### src/rtl/irq_pkg.sv
package irq_pkg;

  localparam int OFFSET_W = 3;

  typedef enum logic [OFFSET_W-1:0] {
    OFF_STAT = 3'd0,
    OFF_ENA  = 3'd1,
    OFF_CRIT = 3'd2,
    OFF_POL  = 3'd3,
    OFF_TRIG = 3'd4,
    OFF_MASK = 3'd5,
    OFF_NONE = 3'd6
  } regSel_e;

  typedef struct packed {
    logic clrStat;
    logic ldEna;
    logic ldCrit;
    logic ldPol;
    logic ldTrig;
  } wrStrobe_t;

endpackage

### src/rtl/irq_ctrl.sv
module irq_ctrl
  import irq_pkg::*;
(
  input  logic                wrEn,
  input  logic [OFFSET_W-1:0] regOffset,
  output wrStrobe_t           strobe,
  output regSel_e             rdSel
);

  always_comb begin
    strobe = '0;
    if (wrEn) begin
      case (regOffset)
        3'd0:    strobe.clrStat = 1'b1;
        3'd1:    strobe.ldEna   = 1'b1;
        3'd2:    strobe.ldCrit  = 1'b1;
        3'd3:    strobe.ldPol   = 1'b1;
        3'd4:    strobe.ldTrig  = 1'b1;
        default: strobe = '0;
      endcase
    end
  end

  always_comb begin
    case (regOffset)
      3'd0:    rdSel = OFF_STAT;
      3'd1:    rdSel = OFF_ENA;
      3'd2:    rdSel = OFF_CRIT;
      3'd3:    rdSel = OFF_POL;
      3'd4:    rdSel = OFF_TRIG;
      3'd5:    rdSel = OFF_MASK;
      default: rdSel = OFF_NONE;
    endcase
  end

endmodule

### src/rtl/irq_sync.sv
module irq_sync #(
  parameter int          WIDTH   = 32,
  parameter int          STAGES  = 2,
  parameter logic [31:0] RST_VAL = '1
) (
  input  logic             clk,
  input  logic             rstN,
  input  logic [WIDTH-1:0] din,
  output logic [WIDTH-1:0] dout
);

  logic [WIDTH-1:0] stageQ [STAGES];

  for (genvar s = 0; s < STAGES; s++) begin : gStage
    if (s == 0) begin : gFirst
      always_ff @(posedge clk or negedge rstN) begin
        if (!rstN) stageQ[s] <= RST_VAL[WIDTH-1:0];
        else       stageQ[s] <= din;
      end
    end else begin : gNext
      always_ff @(posedge clk or negedge rstN) begin
        if (!rstN) stageQ[s] <= RST_VAL[WIDTH-1:0];
        else       stageQ[s] <= stageQ[s-1];
      end
    end
  end

  assign dout = stageQ[STAGES-1];

endmodule

### src/rtl/irq_datapath.sv
module irq_datapath
  import irq_pkg::*;
#(
  parameter int NUM_SRC     = 32,
  parameter int SYNC_STAGES = 2
) (
  input  logic               clk,
  input  logic               rstN,
  input  logic [NUM_SRC-1:0] irqIn,
  input  wrStrobe_t          strobe,
  input  logic [NUM_SRC-1:0] wrData,
  output logic [NUM_SRC-1:0] statQ,
  output logic [NUM_SRC-1:0] enaQ,
  output logic [NUM_SRC-1:0] critQ,
  output logic [NUM_SRC-1:0] polQ,
  output logic [NUM_SRC-1:0] trigQ,
  output logic               reqNonCrit,
  output logic               reqCrit
);

  localparam logic [31:0] IDLE_VAL = '1;

  logic [NUM_SRC-1:0] syncIn;
  logic [NUM_SRC-1:0] prevIn;
  logic [NUM_SRC-1:0] levelHit;
  logic [NUM_SRC-1:0] edgeHit;
  logic [NUM_SRC-1:0] srcEvent;
  logic [NUM_SRC-1:0] clrMask;
  logic [NUM_SRC-1:0] pending;

  irq_sync #(
    .WIDTH  (NUM_SRC),
    .STAGES (SYNC_STAGES),
    .RST_VAL(IDLE_VAL)
  ) u_sync (
    .clk (clk),
    .rstN(rstN),
    .din (irqIn),
    .dout(syncIn)
  );

  always_ff @(posedge clk or negedge rstN) begin
    if (!rstN) prevIn <= IDLE_VAL[NUM_SRC-1:0];
    else       prevIn <= syncIn;
  end

  for (genvar g = 0; g < NUM_SRC; g++) begin : gDetect
    logic atPolarity;
    assign atPolarity  = ~(syncIn[g] ^ polQ[g]);
    assign levelHit[g] = ~trigQ[g] & atPolarity;
    assign edgeHit[g]  = trigQ[g] & (syncIn[g] ^ prevIn[g]) & atPolarity;
  end

  assign srcEvent = levelHit | edgeHit;
  assign clrMask  = strobe.clrStat ? wrData : '0;

  always_ff @(posedge clk or negedge rstN) begin
    if (!rstN) begin
      statQ <= '0;
      enaQ  <= '0;
      critQ <= '0;
      polQ  <= '0;
      trigQ <= '0;
    end else begin
      statQ <= (statQ & ~clrMask) | srcEvent;
      if (strobe.ldEna)  enaQ  <= wrData;
      if (strobe.ldCrit) critQ <= wrData;
      if (strobe.ldPol)  polQ  <= wrData;
      if (strobe.ldTrig) trigQ <= wrData;
    end
  end

  assign pending    = statQ & enaQ;
  assign reqNonCrit = |(pending & ~critQ);
  assign reqCrit    = |(pending & critQ);

endmodule

### src/rtl/irq_regbank.sv
module irq_regbank
  import irq_pkg::*;
#(
  parameter int NUM_SRC     = 32,
  parameter int SYNC_STAGES = 2
) (
  input  logic                clk,
  input  logic                rstN,
  input  logic [NUM_SRC-1:0]  irqIn,
  input  logic                wrEn,
  input  logic [OFFSET_W-1:0] regOffset,
  input  logic [NUM_SRC-1:0]  wrData,
  output logic [NUM_SRC-1:0]  rdData,
  output logic                reqNonCrit,
  output logic                reqCrit
);

  wrStrobe_t          strobe;
  regSel_e            rdSel;
  logic [NUM_SRC-1:0] statQ;
  logic [NUM_SRC-1:0] enaQ;
  logic [NUM_SRC-1:0] critQ;
  logic [NUM_SRC-1:0] polQ;
  logic [NUM_SRC-1:0] trigQ;

  irq_ctrl u_ctrl (
    .wrEn     (wrEn),
    .regOffset(regOffset),
    .strobe   (strobe),
    .rdSel    (rdSel)
  );

  irq_datapath #(
    .NUM_SRC    (NUM_SRC),
    .SYNC_STAGES(SYNC_STAGES)
  ) u_dp (
    .clk       (clk),
    .rstN      (rstN),
    .irqIn     (irqIn),
    .strobe    (strobe),
    .wrData    (wrData),
    .statQ     (statQ),
    .enaQ      (enaQ),
    .critQ     (critQ),
    .polQ      (polQ),
    .trigQ     (trigQ),
    .reqNonCrit(reqNonCrit),
    .reqCrit   (reqCrit)
  );

  always_comb begin
    case (rdSel)
      OFF_STAT: rdData = statQ;
      OFF_ENA:  rdData = enaQ;
      OFF_CRIT: rdData = critQ;
      OFF_POL:  rdData = polQ;
      OFF_TRIG: rdData = trigQ;
      OFF_MASK: rdData = statQ & enaQ;
      default:  rdData = '0;
    endcase
  end

endmodule

### config.mk
export PLATFORM = sky130hd
export DESIGN_NAME = irq_regbank
export DESIGN_NICKNAME = d
export VERILOG_FILES = /design/src/rtl/irq_pkg.sv /design/src/rtl/irq_ctrl.sv /design/src/rtl/irq_sync.sv /design/src/rtl/irq_datapath.sv /design/src/rtl/irq_regbank.sv
export SDC_FILE = /design/constraint.sdc
export NUM_CORES = 1
export LEC_CHECK = 0
export ABC_AREA = 0
export ABC_CLOCK_PERIOD_IN_PS = 1700
export CORE_UTILIZATION = 41
export DETAILED_ROUTE_END_ITERATION = 10
export PLACE_DENSITY = 0.68
export SETUP_SLACK_MARGIN = 0.3
export SYNTH_ARGS = -nofsm -noshare
export SYNTH_HDL_FRONTEND = slang
export SYNTH_HIERARCHICAL = 1
export SYNTH_SLANG_ARGS = --single-unit
### constraint.sdc
create_clock -name clk -period 1.7 [get_ports clk]
set_input_delay 0.17 -clock clk [delete_from_list [all_inputs] [get_ports clk]]
set_output_delay 0.17 -clock clk [all_outputs]
set_load 0.05 [all_outputs]
==> flow_summary.toml, run 1 <==
[outcome]
status = "finished with violations"
violations = "setup timing"

[clock_tree]
cts-root-buf = "clkbuf_16"
cts_tree = "yes"
cts.path.max_buffers = 3
cts_buffers = 30
clock_latency_ns = 0.55
htreeDepth = 1
clkSinkCount = 256
clk_pin_slew_ns = 0.06

[worst_setup_path]
crit_path_max_incr_delay_ns = 0.44
cp_slowest_cell = "dfrtp_2"
worstPathRequired_ns = 1.53
path_buf_inv = 2
start_kind = "flip-flop"
arrival_ns = 2.07
crit_chain = "nand2_1 > o22ai_2 > nor4_2 > buf_4 > nand4_1 > buf_6"
crit_fanout = 5
critPathCaptureType = "output pin"
crit_family = "simple AND/OR/NAND/NOR gates"
worst-setup-path-type = "flip-flop to output pin"

[yosys]
yosys_warnings = 6
synth_top_area_share = 0.325
syn_inst = 958
ys_ff_latch = 256
ys_types = 37
synth_edf_count = 0
synth_top_area_cell = "dfrtp_1"
async_reset_ff_frac = 1.00
synth_area_leaders = "dfrtp_1, dfstp_2, mux2_4"
synth.most_common_cell = "dfrtp_1"
syn-cell-area_um2 = 12300
synth_common_cells = "dfrtp_1, nand2_1, mux2_4, dfstp_2, nand3_1"
syn-num-nets = 1028
synth.avg_cell_area_um2 = 12.8
ys_seq_area_frac = 0.530
synthFlopType = "dfrtp_1"

[power]
internal_power_mw = 14.0
ir_drop_v = 0.000731
combPwrFrac = 0.257
p_total_mw = 19.5
clockPowerShare = 0.339
p_seq_frac = 0.404
sw_frac_of_total = 0.285
switchingPower_mw = 5.55
p_per_area_nw_per_um2 = 1210
power_leakage_nw = 6.92

[detailed_routing]
vias = 8641
drc = 0
drt-pass1-iter-count = 7
drt-total-wl_um = 32600
vias_per_cell = 5.60
dr.first_iter.drc_count = 612
ant_nets = 0
wl_per_cell_um = 21.1

[run]
max-cap-violations = 0

[timing]
setup_violations = 34
tightestPinTransition_ns = 0.429
skew_ns = 0.0148
hold_viol = 0
hold-worst-slack_ns = 0.0194
setup_slack_ns = -0.539
finalCritPeriodShare = 1.32
fin_crit_ns = 2.24
relSlewSlack = 0.713
maxSlewViolCount = 0
rsz0062_at_grt = "yes"
fmax_ghz = 0.447

[floorplan]
core_area_um2 = 29600
boundaryPins = 104
die_area_um2 = 30700
initial_core_util = 0.416
die_x_um = 175
rows = 63
dieHeight_um = 175

[grt]
overflow = 0
antenna_found_initial = 1
grt_util_all_layers = 0.214
grt_pass1_vias = 8848
grt_pass1_wl_um = 50900
grt_max_degree = 61

[final_layout]
finish.net_count = 1197
final_core_util = 0.548
fin_area_um2 = 16200
drive_gt1_frac = 0.414
syn_to_final_growth_pct = 31.5

[placed_design]
io_buffer_count = 103
hpwl_um = 20000
place_area_um2 = 14300
routabilityCongestion = 0.810

[min_path]
hp-class = "primary input to flip-flop"
[metrics by stage]
| step | cells | setup WS, ns | setup TNS, ns |
|---|---|---|---|
| 2_1_floorplan | 958 | -0.157 | -3.08 |
| 3_3_place_gp | 1448 | -0.483 | -22.46 |
| 3_5_place_dp | 1448 | -0.499 | -25.24 |
| 4_1_cts | 1529 | -0.554 | -7.32 |
| 5_1_grt | 1542 | -0.591 | -9.06 |
| 6_report | 1542 | -0.539 | -6.76 |
[final timing paths]
kind / to / startpoint / depth (start not counted) / slack [ns]
setup / recovery: reqNonCrit / u_dp/statQ[14] / 6 / -0.54
hold / removal: u_dp/u_sync/stageQ[60] / irqIn[28] / 1 / 0.02
setup reg to reg: u_dp/enaQ[19] / u_dp/enaQ[19] / 3 / 0.66
hold reg to reg: u_dp/u_sync/dout[24] / u_dp/u_sync/stageQ[56] / 0 / 0.35
max in group asynchronous: u_dp/prevIn[19] / rstN / 3 / 0.84
min in group asynchronous: u_dp/trigQ[4] / rstN / 2 / 0.14
[kinds of logic (layout without fill, tap and decap cells)]
logic type,after synthesis,after routing,synth area share
compound gates,143,143,0.0902
xor+xnor,1,1,0.000712
buf+inv,87,280,0.0606
simple gates,280,280,0.113
other cells,0,1,0
mux,191,191,0.205
flops,256,256,0.530
[sequential cells by signal, indices dropped and copies added (netlist names)]
register and count:
u_dp/statQ 32, u_dp/trigQ 32, u_dp/polQ 32, u_dp/u_sync/stageQ 32
u_dp/u_sync/dout 32, u_dp/critQ 32, u_dp/prevIn 32, u_dp/enaQ 32
[worst reg2reg max path, delay by kind of cell (launching register included)]
| kind | cells | cell delay (ns) |
|---|---|---|
| flops | 1 | 0.41 |
| buf+inv | 2 | 0.26 |
| mux | 1 | 0.26 |
[metal layers]
metal,vias to the layer above,routed length (um),GRT usage
met5,-,0,0
met4,0,1420,0.0891
met3,91,2140,0.0416
met2,316,15500,0.348
met1,4386,13500,0.278
li1,3848,-,-
[timing repair]
item | in CTS | in global routing
pin swaps | 22 | 24
endpoints found under the hold margin | 174 | 0
cloned | 9 | 0
setup endpoints to repair | 34 | 34
hold buffers | 1 | 0
resized for setup | 40 | 39
buffers inserted | 15 | 12
[cell type report]
| cell class | count | area [um^2] |
|---|---|---|
| fill | 2424 | 13400 |
| clock buffer | 49 | 956 |
| clock inverter | 7 | 87.6 |
| antenna | 1 | 2.50 |
| multi-input combinational | 615 | 5230 |
| sequential | 256 | 6530 |
| timing repair buffer | 223 | 2880 |
| tap | 390 | 488 |
| inverter | 1 | 3.75 |
[power groups by stage]
stage	Sequential, mW	Clock (mW)	Combinational [mW]
after floorplan	7.75	0	2.70
after global placement	7.91	0	4.37
after detailed placement	7.94	0	4.45
after CTS	7.85	6.77	4.86
after global routing	8.00	7.05	5.32
final	7.89	6.60	5.02
[placed cells by master (no fill, tap or decap), types with 3 or more instances in the layout]
cell type,Yosys,layout
dfrtp_1,160,155
nand2_1,126,126
mux2_4,120,120
dfstp_2,96,96
buf_4,39,71
clkdlybuf4s50_1,0,65
mux2i_1,63,63
nand3_1,64,56
buf_12,13,51
nand4_1,40,40
clkbuf_16,0,40
nor2b_1,32,32
a211o_1,31,31
o311ai_1,30,30
a21oi_1,31,23
o211ai_1,21,21
buf_6,4,16
o22ai_1,14,11
clkbuf_1,13,9
a21oi_2,0,8
nand3_2,0,8
mux2_2,8,8
clkbuf_8,0,7
buf_16,0,7
o211ai_2,10,6
dfrtp_2,0,5
o211ai_4,0,4
clkinv_2,0,4
bufbuf_16,0,3
and4bb_2,3,3
nand3b_1,3,3
o22ai_2,0,3
nor4_2,0,3
Power figures use the tool's default switching activity.
==> inputs of run 2 (changes only) <==
Settings changed: REMOVE_ABC_BUFFERS set to 1.
==> run 2 against run 1 <==
The run still ends with setup timing left. Hold slack improved by 0.022 ns. Clock skew shrank 0.0076 ns. Clock power down 14%. Sequential share of layout area rose by 0.99 points. Utilization down 1.3 points. Combinational power shrank 4%. Power shrank 5.9%. Highest routed layer is now met5.
==> flow_summary.toml, run 2 (synthesis results as in run 1) <==
[outcome]
status = "finished with violations"
violations = "setup timing"

[detailed_routing]
drt-pass1-iter-count = 5
wl_per_cell_um = 19.7
drt-total-wl_um = 30400
vias = 8444
vias_per_cell = 5.48
ant_nets = 0
dr.first_iter.drc_count = 587
drc = 0

[floorplan]
rows = 63
die_x_um = 175
dieHeight_um = 175
die_area_um2 = 30700
boundaryPins = 104
core_area_um2 = 29600
initial_core_util = 0.416

[worst_setup_path]
start_kind = "flip-flop"
arrival_ns = 2.06
crit_chain = "buf_6 > nand3_2 > nand4_1 > nor4_4 > buf_4 > nand2_4 > buf_8"
cp_slowest_cell = "dfrtp_1"
worstPathRequired_ns = 1.53
r2r_slack_ns = 0.55
crit_path_max_incr_delay_ns = 0.41
critPathCaptureType = "output pin"
worst-setup-path-type = "flip-flop to output pin"
crit_fanout = 2

[min_path]
hp-class = "primary input to flip-flop"

[final_layout]
final_core_util = 0.534
layout_commonest_cell = "dfrtp_1"
finish.net_count = 1201
final_cell_mix = "dfrtp_1, nand2_1, mux2_4"
num-fill-cells = 2446
syn_to_final_growth_pct = 28.3
seq_area_um2 = 6530
drive_gt1_frac = 0.405
multi_input_area_um2 = 5200

[clock_tree]
htreeDepth = 1
clock_latency_ns = 0.53
clkSinkCount = 256
cts-root-buf = "clkbuf_16"
cts_tree = "yes"
cts.path.max_buffers = 3
cts_buffers = 27
clk_pin_slew_ns = 0.06

[timing]
finalSetupTns_ns = -5.71
relSlewSlack = 0.704
maxSlewViolCount = 0
finalCritPeriodShare = 1.31
setup_slack_ns = -0.535
rsz0062_at_grt = "yes"
setup_violations = 34
fmax_ghz = 0.447
hold_viol = 0
tightestPinTransition_ns = 0.442
fin_crit_ns = 2.23
skew_ns = 0.00721

[grt]
antenna_found_initial = 2
grt_util_all_layers = 0.195
grt_pass1_wl_um = 47400
grt_max_degree = 50
grt_pass1_vias = 8530
overflow = 0

[power]
power_leakage_nw = 6.77
ir_drop_v = 0.000820
p_per_area_nw_per_um2 = 1160
p_total_mw = 18.4

[placed_design]
routabilityCongestion = 0.772
hpwl_um = 19400
io_buffer_count = 103

[run]
max-cap-violations = 0
-- run 2: timing repair --
item | CTS | global route
gates cloned | 1 | 3
setup endpoints to repair | 34 | 34
pin swaps | 21 | 17
endpoints found under the hold margin | 173 | 0
hold buffers | 1 | 0
buffers inserted | 44 | 10
gates resized for setup | 27 | 40
-- run 2: per-stage QoR --
step | instance area [um^2] | cells | hold slack [ns] | setup WS [ns]
2_1_floorplan | 11600 | 872 | -0.126 | -5.57
3_3_place_gp | 14200 | 1433 | 0.107 | -0.462
3_5_place_dp | 14200 | 1433 | 0.106 | -0.535
4_1_cts | 15500 | 1528 | 0.0210 | -0.508
5_1_grt | 15800 | 1541 | 0.0198 | -0.576
6_report | 15800 | 1542 | 0.0412 | -0.535
-- run 2: power breakdown --
group	leakage, nW	switching, mW	internal, mW
Sequential	2.84	0.836	7.04
Clock	0.421	2.36	3.29
Combinational	3.52	2.11	2.71
Total	6.77	5.31	13.0
-- run 2: layout make-up --
| type | instances | share of cell area |
|---|---|---|
| diodes | 1 | 0.000159 |
| clock buffers | 41 | 0.0493 |
| clock inverters | 8 | 0.00436 |
| inverters | 1 | 0.000238 |
| multi-input cells | 615 | 0.330 |
| flip-flops and latches | 256 | 0.413 |
| well taps | 390 | 0.0309 |
| repair buffers | 230 | 0.172 |
-- run 2: critical path: cells and delay by family (launching register included) --
kind	cells	cell delay [ns]
flip-flops	1	0.41
AND/OR/NAND/NOR	4	0.65
buffers and inverters	3	0.48
-- run 2: path summary, 6_finish.rpt --
| kind | start | cells after the start | to |
|---|---|---|---|
| min reg2reg | u_dp/u_sync/stageQ[38] | 0 | u_dp/u_sync/dout[6] |
| min in group asynchronous | rstN | 2 | u_dp/statQ[28] |
| max reg2reg | u_dp/enaQ[17] | 4 | u_dp/enaQ[17] |
| max | u_dp/statQ[17] | 7 | reqCrit |
| max in group asynchronous | rstN | 3 | u_dp/prevIn[4] |
| min | irqIn[19] | 1 | u_dp/u_sync/stageQ[51] |
-- run 2: routing by layer --
layer / wire [um] / GRT usage / up-vias
met5: 14 / 0 / -
met4: 762 / 0.0504 / 2
met3: 1760 / 0.0389 / 49
met2: 14200 / 0.305 / 243
met1: 13700 / 0.278 / 4305
li1: - / - / 3845
